$ cat src/rtl/rail_gate_pkg.sv
package rail_gate_pkg;

  typedef enum logic [1:0] {
    ST_RUN     = 2'd0,
    ST_DROP_PG = 2'd1,
    ST_SHED    = 2'd2,
    ST_HOLD    = 2'd3
  } shed_st_e;

  typedef struct packed {
    logic sust_pg;
    logic ctl_ok;
    logic sys_ok;
    logic vr_en;
    logic s0_en;
    logic io_en;
  } rail_t;

endpackage

$ cat src/rtl/rg_sync.sv
module rg_sync #(
  parameter int   STAGES  = 2,
  parameter logic RST_VAL = 1'b0
) (
  input  logic clk,
  input  logic rst,
  input  logic din,
  output logic dout
);
  logic [STAGES-1:0] chain_q;

  always_ff @(posedge clk) begin
    if (rst) chain_q <= {STAGES{RST_VAL}};
    else     chain_q <= {chain_q[STAGES-2:0], din};
  end

  assign dout = chain_q[STAGES-1];
endmodule

$ cat src/rtl/rg_shed_fsm.sv
module rg_shed_fsm
  import rail_gate_pkg::*;
#(
  parameter int IO_DLY_CYC = 128
) (
  input  logic     clk,
  input  logic     rst,
  input  logic     trig,
  input  logic     ack,
  output shed_st_e st_q,
  output shed_st_e st_d
);
  localparam int CW = $clog2(IO_DLY_CYC + 1);
  localparam logic [CW-1:0] LAST = CW'(IO_DLY_CYC - 1);

  logic [CW-1:0] cnt_q;

  always_comb begin
    st_d = st_q;
    unique case (st_q)
      ST_RUN:     if (trig) st_d = ST_DROP_PG;
      ST_DROP_PG: st_d = ST_SHED;
      ST_SHED:    if (cnt_q == LAST) st_d = ST_HOLD;
      ST_HOLD:    if (ack) st_d = ST_RUN;
      default:    st_d = ST_RUN;
    endcase
  end

  always_ff @(posedge clk) begin
    if (rst) begin
      st_q  <= ST_RUN;
      cnt_q <= '0;
    end else begin
      st_q <= st_d;
      if (st_q == ST_SHED) cnt_q <= cnt_q + 1'b1;
      else                 cnt_q <= '0;
    end
  end
endmodule

$ cat src/rtl/rg_rail_mux.sv
module rg_rail_mux
  import rail_gate_pkg::*;
(
  input  shed_st_e st_d,
  input  rail_t    req,
  input  logic     gate_act,
  input  logic     idle_lvl,
  output rail_t    nxt
);
  always_comb begin
    nxt = req;
    if (gate_act && !idle_lvl) nxt.s0_en = 1'b0;
    unique case (st_d)
      ST_DROP_PG: nxt.sust_pg = 1'b0;
      ST_SHED: begin
        nxt.sust_pg = 1'b0;
        nxt.ctl_ok  = 1'b0;
        nxt.sys_ok  = 1'b0;
        nxt.vr_en   = 1'b0;
        nxt.s0_en   = 1'b0;
      end
      ST_HOLD: nxt = '0;
      default: ;
    endcase
  end
endmodule

$ cat src/rtl/fast_rail_gate.sv
module fast_rail_gate
  import rail_gate_pkg::*;
#(
  parameter int SYNC_STAGES = 2,
  parameter int IO_DLY_CYC  = 128
) (
  input  logic clk,
  input  logic rst,
  input  logic sleep_n_i,
  input  logic idle_gate_n_i,
  input  logic gate_en_i,
  input  logic plat_on_i,
  input  logic susp_ack_i,
  input  logic req_sust_pg_i,
  input  logic req_ctl_ok_i,
  input  logic req_sys_ok_i,
  input  logic req_vr_en_i,
  input  logic req_s0_en_i,
  input  logic req_io_en_i,
  output logic sust_pg_o,
  output logic ctl_ok_o,
  output logic sys_ok_o,
  output logic vr_en_o,
  output logic s0_en_o,
  output logic io_en_o
);
  logic     sleep_s, idle_s, sleep_prev_q, trig;
  shed_st_e st_q, st_d;
  rail_t    req, nxt, out_q;

  rg_sync #(.STAGES(SYNC_STAGES), .RST_VAL(1'b0)) u_sync_sleep (
    .clk(clk), .rst(rst), .din(sleep_n_i), .dout(sleep_s)
  );

  rg_sync #(.STAGES(SYNC_STAGES), .RST_VAL(1'b1)) u_sync_idle (
    .clk(clk), .rst(rst), .din(idle_gate_n_i), .dout(idle_s)
  );

  always_ff @(posedge clk) begin
    if (rst) sleep_prev_q <= 1'b0;
    else     sleep_prev_q <= sleep_s;
  end

  assign trig = sleep_prev_q && !sleep_s && plat_on_i;

  rg_shed_fsm #(.IO_DLY_CYC(IO_DLY_CYC)) u_fsm (
    .clk(clk), .rst(rst), .trig(trig), .ack(susp_ack_i),
    .st_q(st_q), .st_d(st_d)
  );

  assign req = '{sust_pg: req_sust_pg_i, ctl_ok: req_ctl_ok_i,
                 sys_ok: req_sys_ok_i, vr_en: req_vr_en_i,
                 s0_en: req_s0_en_i, io_en: req_io_en_i};

  rg_rail_mux u_mux (
    .st_d(st_d), .req(req),
    .gate_act(gate_en_i && plat_on_i && sleep_s),
    .idle_lvl(idle_s), .nxt(nxt)
  );

  always_ff @(posedge clk) begin
    if (rst) out_q <= '0;
    else     out_q <= nxt;
  end

  assign sust_pg_o = out_q.sust_pg;
  assign ctl_ok_o  = out_q.ctl_ok;
  assign sys_ok_o  = out_q.sys_ok;
  assign vr_en_o   = out_q.vr_en;
  assign s0_en_o   = out_q.s0_en;
  assign io_en_o   = out_q.io_en;
endmodule

$ cat config.mk
export PLATFORM = sky130hd
export DESIGN_NAME = fast_rail_gate
export DESIGN_NICKNAME = d
export VERILOG_FILES = /design/src/rtl/rail_gate_pkg.sv /design/src/rtl/rg_sync.sv /design/src/rtl/rg_shed_fsm.sv /design/src/rtl/rg_rail_mux.sv /design/src/rtl/fast_rail_gate.sv
export SDC_FILE = /design/constraint.sdc
export NUM_CORES = 1
export LEC_CHECK = 0
export ABC_AREA = 1
export BUFFER_PORTS_ARGS = -buffer_cell sky130_fd_sc_hd__buf_2
export CAP_MARGIN = 20
export CORE_MARGIN = 2
export CORE_UTILIZATION = 53
export CTS_BUF_LIST = sky130_fd_sc_hd__clkbuf_4
export CTS_CLUSTER_SIZE = 28
export DETAILED_ROUTE_END_ITERATION = 7
export GPL_TIMING_DRIVEN = 0
export HOLD_SLACK_MARGIN = 0.03
export PLACE_DENSITY = 0.79
export SYNTH_ARGS = -nofsm -noshare
export SYNTH_HDL_FRONTEND = slang
export SYNTH_SLANG_ARGS = --single-unit
$ cat constraint.sdc
create_clock -name clk -period 1.3 [get_ports clk]
set_input_delay 0.26 -clock clk [delete_from_list [all_inputs] [get_ports clk]]
set_output_delay 0.26 -clock clk [all_outputs]
set_load 0.02 [all_outputs]
## Yosys cells after proc, flatten, opt, wreduce, memory -nomap -nowiden

Cells that the tools add are included.

| cells by class | value |
|---|---|
| add/sub/neg operators | 1 |
| equality and inequality tests | 7 |
| mux-type cells | 4 |
| bitwise logic cells | 1 |
| reduce and logical (&&, ||, !) cells | 13 |

Operators by type and width:

| kind | number |
|---|---|
| adder 8 x 1 -> 8 bit, second input constant | 1 |
| equality test 2 bit, second input constant | 4 |
| equality test 8 x 7 -> 1 bit, second input constant | 1 |
| case mux 2 bit (4 select lines) | 1 |
| OR reduction 4 bit | 2 |
| 2-to-1 mux 2 bit | 3 |
| logical AND 1 bit | 5 |
| equality test 2 x 1 -> 1 bit, second input constant | 2 |
| OR reduction 2 bit | 2 |
| OR reduction 3 bit | 1 |
| logical NOT 1 bit | 2 |
| logical NOT 2 bit | 1 |
| NOT 1 bit | 1 |

| word-level totals | value |
|---|---|
| register bits | 21 |
| input port bits | 13 |
| logic and storage cells | 37 |

## Depth between registers and ports, before layout

Gate-level depths: netlist (run 1).

| depth | value |
|---|---|
| depth after elaboration | 7 |
| mapped depth | 8 |
| mapped depth without buffers | 8 |

## Hierarchy

Synthesis (run 1) repeated with hierarchy kept, for this count alone.

| unflattened totals | value |
|---|---|
| cell total of the unflattened synthesis | 113 |
| area total of the unflattened synthesis | 835.8 sq um |

By module, submodules not included:

| module | instances | cells an instance | area an instance (sq um) | seq. area each (sq um) |
|---|---|---|---|---|
| rg_shed_fsm | 1 | 61 | 451.7 | 200.2 |
| fast_rail_gate | 1 | 25 | 207.7 | 140.1 |
| rg_rail_mux | 1 | 14 | 62.6 | 0.0 |
| rg_sync at u_sync_idle | 1 | 7 | 58.8 | 40.0 |
| rg_sync at u_sync_sleep | 1 | 6 | 55.1 | 40.0 |

## Least setup slack after synthesis (run 1)

No wires, ideal clock.

| path | value |
|---|---|
| kind | reg2reg |
| start point | register u_fsm.cnt_q[0] |
| end point | register u_fsm.cnt_q[6] |
| setup time | 0.114 ns |
| data arrival time | 0.958 ns |
| required time | 1.186 ns |
| setup slack | 0.229 ns |
| stages on the path, launching flop included | 9 |
| path buffers | 0 |
| period minus slack after synthesis | 1.071 ns |
| path through | dfxtp_1 > ha_1 > nand2_1 > nor2_1 > inv_1 > nor2_1 > nand2_1 > nand2_1 > nor2_1 |

| on the way | value |
|---|---|
| longest elaborated chain between the ends | 1 |

Ends and longest elaborated chain:

| item | RTL line | text |
|---|---|---|
| from (decl) | rg_shed_fsm.sv:16 | `logic [CW-1:0] cnt_q;` |
| from (signal assigned) | rg_shed_fsm.sv:35 | `if (st_q == ST_SHED) cnt_q <= cnt_q + 1'b1;` |
| adder 8 x 1 -> 8 bit | rg_shed_fsm.sv:35 |  |

Every way passes these cells.
A chain may end at the register's enable or synchronous reset.

## Worst setup path after layout (run 1)

Ends and elaborated chain as after synthesis.

==> impl_metrics.yaml, run 1 <==
cts:
  cts.reportedPaths.clkPinSlew_ns: 0.11
  cts_root_buf: "clkbuf_4"
  cts_tree: "built"
  clkSinkCount: 21
  ctsHoldBuffers: 0
  htree_levels: 1
  insertion_delay_ns: 0.30
  cts_buffer_depth: 2
  cts-buffers-inserted: 3
placed_design:
  postPlaceCellArea_um2: 885
  place_hpwl_um: 942
  gp_congestion: 0.708
  io_buffers: 17
synth:
  netlist_area_um2: 781
  netlist.top_cell.by_area: "dfxtp_1"
  ys_ff_latch: 21
  postSynthCellCount: 99
  synth_flop_cell: "dfxtp_1"
  synth_top_family_by_area: "simple AND/OR/NAND/NOR gates"
  synth-simple-area-share: 0.298
  ys_warn_count: 0
  synth_most_common_cell: "nor2_1"
  muxShareOfSynthArea: 0
  syn-num-nets: 113
  synthArstFlopShare: 0
  yosysUniqueCellTypes: 18
  synth_top_area_share: 0.538
  synth_compound_area_frac: 0.0513
  synthTopCellsByCount: "22 x nor2_1, 21 x dfxtp_1, 17 x nand2_1"
  synth_fa_ha_area_frac: 0.0160
  ys_seq_area_frac: 0.538
  synth_area_per_cell_um2: 7.89
  synth-xor-area-share: 0
  synth.area.top_cells: "dfxtp_1 54%, nor2_1 11%, nand2_1 8.2%"
  synth_edf_count: 0
grt:
  grt_pass1_wl_um: 2020
  grt_pass1_vias: 521
  met2_usage: 0.231
  grt_max_degree: 13
  grt_usage: 0.146
  overflow: 0
  use_met1: 0.190
  grtUsageMet3: 0.0259
  gr-max-usage-layer: "met2"
  antenna_found_initial: 0
worst_setup_path:
  crit_path_cell_trace: "ha_1, nand2_1, nor2_1, inv_1, nor2_2, nand2_1, nand2_1, nor2_1"
  endpoint_kind: "flop"
  cp_slowest_cell: "dfxtp_2"
  worst_ep_required_time_ns: 1.51
  path_delay_family: "simple AND/OR/NAND/NOR gates"
  critical-path-max-stage-delay_ns: 0.36
  cp_common_cell: "nand2_1"
  cp.buffers_inverters: 1
  cp_max_fo: 3
  worst_setup_path_start_kind: "flop"
  worstSetupPathType: "flop to flop"
  critPathArrivalTime_ns: 1.33
layout:
  final_area_um2: 916
  diodes: 0
  layout-drive-gt1-share: 0.275
  syn_to_final_growth_pct: 17.3
  fin_nets: 135
  fillers: 119
power:
  netSwitchingFraction: 0.225
  clock_power_share: 0.292
  p_int_mw: 0.808
  ir_worst_vdd_mv: 0.665
  p_leak_nw: 0.409
  combPwrFrac: 0.069
  seqPwrFrac: 0.639
  power_density_nw_per_um2: 1140
  p_sw_mw: 0.235
detailed_routing:
  drt_iter0_drc: 9
  drc: 0
  drt-pass1-iter-count: 4
  routedWlPerCell_um: 8.78
  antenna_left: 0
  viasPerCell: 4.61
  routed_wl_um: 1190
  vias: 622
floorplan:
  num_io_pins: 19
  dieArea_um2: 1800
  core_um2: 1330
  die_w_um: 42.4
  core.rowCount: 13
  dieHeight_um: 42.4
  initial_core_util: 0.585
run_status:
  status: "finished clean"
sta:
  setup_tns_ns: 0
  period_share: 0.865
  tightest_slew_ns: 0.290
  fin_crit_ns: 1.12
  hold_violations: 0
  maxSlewViolCount: 0
  setup_viol: 0
  fmax_mhz: 889
  slew_headroom: 0.805
  rsz0062_at_grt: "false"
  fin_skew_ns: 0.00287
job:
  maxCapViolCount: 0
hold_path:
  min_path_type: "input port to flop"
## cell type report
class | instances | area (um2) | share of cell area
Multi-Input combinational cell | 60 | 288 | 0.314
Clock inverter | 1 | 5.00 | 0.00546
Tap cell | 15 | 18.8 | 0.0205
Clock buffer | 3 | 22.5 | 0.0246
Timing Repair Buffer | 17 | 85.1 | 0.0929
Sequential cell | 21 | 422 | 0.460
Inverter | 17 | 63.8 | 0.0697
Buffer | 1 | 11.3 | 0.0123
## through the flow
stage	power (mW)	setup WS, ns	util	hold slack (ns)	std cells
2_1_floorplan	0.723	0.229	-	0.364	99
3_3_place_gp	0.751	0.149	0.663	0.395	131
3_5_place_dp	0.754	0.125	0.663	0.403	131
4_1_cts	1.05	0.107	0.684	0.127	135
5_1_grt	1.08	0.00753	0.687	0.124	135
6_report	1.04	0.176	0.687	0.132	135
## cells by family after synthesis
| kind of cell | count (synthesis) |
|---|---|
| buffers and inverters | 18 |
| and+or+nand+nor | 51 |
| AOI/OAI and AO/OA | 8 |
| adders and majority gates | 1 |
| DFF | 21 |
## cells in the final DEF, fill, tap and decap left out
master and n:
inv_1 15, inv_2 2, nand3_1 3, nor3b_2 1, nor2_1 21, o21ai_1 2
nand4_1 1, nor3_1 1, nor2_2 2, ha_1 1, buf_2 17, clkinv_2 1
nand2_1 17, dfxtp_1 20, a21oi_1 5, buf_6 1, dfxtp_2 1, clkbuf_4 3
nor3_4 1, nand2_2 2, o21ai_0 1, or2_2 2
## repair_timing
item,4_1_cts,5_1_grt
buffers inserted,0,0
gates resized for setup,0,2
setup endpoints to repair,0,1
## sequential cells by signal (all words and copies together), names as in the netlist
| name | flops |
|---|---|
| u_fsm.st_q | 2 |
| u_sync_sleep.chain_q | 2 |
| vr_en_o | 1 |
| u_sync_idle.chain_q | 2 |
| io_en_o | 1 |
| ctl_ok_o | 1 |
| sust_pg_o | 1 |
| u_fsm.cnt_q | 8 |
| s0_en_o | 1 |
| sleep_prev_q | 1 |
| sys_ok_o | 1 |
## final timing paths
kind	from	endpoint	slack [ns]	cells after the start
max	u_fsm.cnt_q[0]	u_fsm.cnt_q[6]	0.18	8
min	idle_gate_n_i	u_sync_idle.chain_q[0]	0.13	2
max reg2reg	u_fsm.cnt_q[0]	u_fsm.cnt_q[6]	0.18	8
min reg2reg	u_sync_sleep.chain_q[0]	u_sync_sleep.chain_q[1]	0.42	2
## per-layer routing
layer	vias up	share of wire
li1	343	-
met1	260	0.45
met3	4	0.049
met2	15	0.47
met5	-	0
met4	0	0.025
## power by group through the flow
stage,Clock [mW],Sequential [mW],Combinational (mW)
after global routing,0.337,0.668,0.0793
after floorplan,0,0.695,0.0278
after CTS,0.312,0.666,0.0735
final,0.305,0.666,0.0720
after global placement,0,0.680,0.0710
after detailed placement,0,0.681,0.0733
Power figures use the tool's default switching activity.
==> inputs of run 2 (changes only) <==
PLACE_DENSITY = 0.87   (was 0.79)
==> run 2 against run 1 <==
Die area is the same; global-route usage increased by 2.0 points; total power rose by 0.22%; hold slack lost 0.0032 ns; critical path depth unchanged; clock power hardly changed; sequential power about the same; register-to-register slack worse by 0.06 ns; sequential share of layout area increased by 0.20 points; first-iteration DRC count up 100%; combinational power grew 0.7%; via count increased by 1.6%; largest power group unchanged.
==> impl_metrics.yaml, run 2 (same netlist as run 1, synthesis figures left out) <==
worst_setup_path:
  crit_start: "u_fsm.cnt_q[0]"
  worstRegToRegCells: 8
  critPathArrivalTime_ns: 1.39
  timing.rr.start: "u_fsm.cnt_q[0]"
  rr_endpoint: "u_fsm.cnt_q[6]"
  worst_setup_path_start_kind: "flop"
  worstSetupPathType: "flop to flop"
  endpoint_kind: "flop"
  crit_end: "u_fsm.cnt_q[6]"
  r2r_slack_ns: 0.12
  worst_ep_required_time_ns: 1.51
  cp_max_fo: 3
power:
  p_sw_mw: 0.237
  p_leak_nw: 0.410
  clock_power_share: 0.293
  seqPwrFrac: 0.638
  netSwitchingFraction: 0.227
  power_density_nw_per_um2: 1140
  p_int_mw: 0.808
  combPwrFrac: 0.069
  ir_worst_vdd_mv: 0.746
detailed_routing:
  drt_iter0_drc: 18
  vias: 632
  viasPerCell: 4.68
  routed_wl_um: 1270
  antenna_left: 0
  drt-pass1-iter-count: 4
  drc: 0
  routedWlPerCell_um: 9.38
hold_path:
  min_path_type: "input port to flop"
grt:
  grt_pass1_vias: 586
  overflow: 0
  grt_max_degree: 13
  grt_usage: 0.166
  antenna_found_initial: 0
  grt_pass1_wl_um: 2280
sta:
  rsz0062_at_grt: "false"
  setup_tns_ns: 0
  fin_crit_ns: 1.18
  period_share: 0.910
  maxSlewViolCount: 0
  slew_headroom: 0.812
  fin_skew_ns: 0.000852
  hold_violations: 0
  setup_viol: 0
  fin_hold_ws_ns: 0.128
  tightest_slew_ns: 0.281
  fmax_mhz: 845
cts:
  clkSinkCount: 21
  cts_tree: "built"
  cts-buffers-inserted: 3
  cts.reportedPaths.clkPinSlew_ns: 0.11
  post_cts_buffers: 0
  htree_levels: 1
  insertion_delay_ns: 0.30
  cts_buffer_depth: 2
  cts_root_buf: "clkbuf_4"
floorplan:
  core.rowCount: 13
  dieHeight_um: 42.4
  dieArea_um2: 1800
  die_w_um: 42.4
  num_io_pins: 19
  initial_core_util: 0.585
  core_um2: 1330
layout:
  layout-drive-gt1-share: 0.275
  largest_register_ffs: 8
  final_common_cell: "nor2_1"
  fin_nets: 135
  syn_to_final_growth_pct: 17.1
  diodes: 0
  layout_common_cells: "22 x nor2_1, 19 x dfxtp_1, 17 x nand2_1, 17 x buf_2, 15 x inv_1"
  regMostFlops: "u_fsm.cnt_q"
placed_design:
  place_hpwl_um: 1010
  gp_congestion: 0.800
  io_buffers: 17
job:
  maxCapViolCount: 0
run_status:
  status: "finished clean"
run 2: cell count changes in the layout (fill, tap and decap cells not counted):
cell     delta
dfxtp_1     -1
dfxtp_2     +1
nor2_1      +1
nor2_2      -1
run 2: worst min path at each step:
stage | startpoint | endpoint | slack, ns | cells past startpoint
3_3_place_gp | u_sync_idle.chain_q[0] | u_sync_idle.chain_q[1] | 0.40 | 1
4_1_cts | idle_gate_n_i | u_sync_idle.chain_q[0] | 0.12 | 2
2_1_floorplan | idle_gate_n_i | u_sync_idle.chain_q[0] | 0.36 | 1
6_report | idle_gate_n_i | u_sync_idle.chain_q[0] | 0.13 | 2
3_5_place_dp | u_sync_sleep.chain_q[0] | u_sync_sleep.chain_q[1] | 0.41 | 2
5_1_grt | idle_gate_n_i | u_sync_idle.chain_q[0] | 0.11 | 2
run 2: critical path, cell delays in order (launching register included):
cell and delay [ns]:
dfxtp_2 0.36, ha_1 0.16, nand2_1 0.06, nor2_1 0.12, inv_1 0.08, nor2_1 0.13, nand2_1 0.07, nand2_1 0.06
nor2_1 0.04
run 2: area by class of cell:
cell class,count,area (um2)
clock buffer,3,22.5
clock inverter,1,5.00
tap,15,18.8
buffer,1,11.3
inverter,17,63.8
multi-input combinational,60,285
timing repair buffer,17,85.1
fill,123,419
sequential,21,423
run 2: repair_timing:
action | CTS | global route
hold buffers | 0 | 0
gates resized for setup | 0 | 2
setup endpoints to repair | 0 | 1
run 2: power groups by stage:
| stage | logic (mW) | registers, mW | clock network, mW |
|---|---|---|---|
| 2_1_floorplan | 0.0278 | 0.695 | 0 |
| 3_3_place_gp | 0.0711 | 0.680 | 0 |
| 3_5_place_dp | 0.0735 | 0.681 | 0 |
| 4_1_cts | 0.0737 | 0.667 | 0.316 |
| 5_1_grt | 0.0809 | 0.669 | 0.345 |
| 6_report | 0.0725 | 0.667 | 0.306 |
run 2: routing by layer:
layer  vias to the layer above  track usage  wire [um]
met5                         -            0          0
met4                         0       0.0750         29
met3                         5       0.0259         44
met2                        15        0.298        635
met1                       269        0.191        556
li1                        343            -          -
run 2: per-stage QoR:
stage	area [um2]	cells	worst slack (ns)	power, mW	util
6_report	915	135	0.117	1.05	0.686
3_3_place_gp	885	131	0.157	0.751	0.663
4_1_cts	912	135	0.0887	1.06	0.684
5_1_grt	915	135	0.00446	1.09	0.686
3_5_place_dp	885	131	0.112	0.755	0.663
2_1_floorplan	781	99	0.229	0.723	-
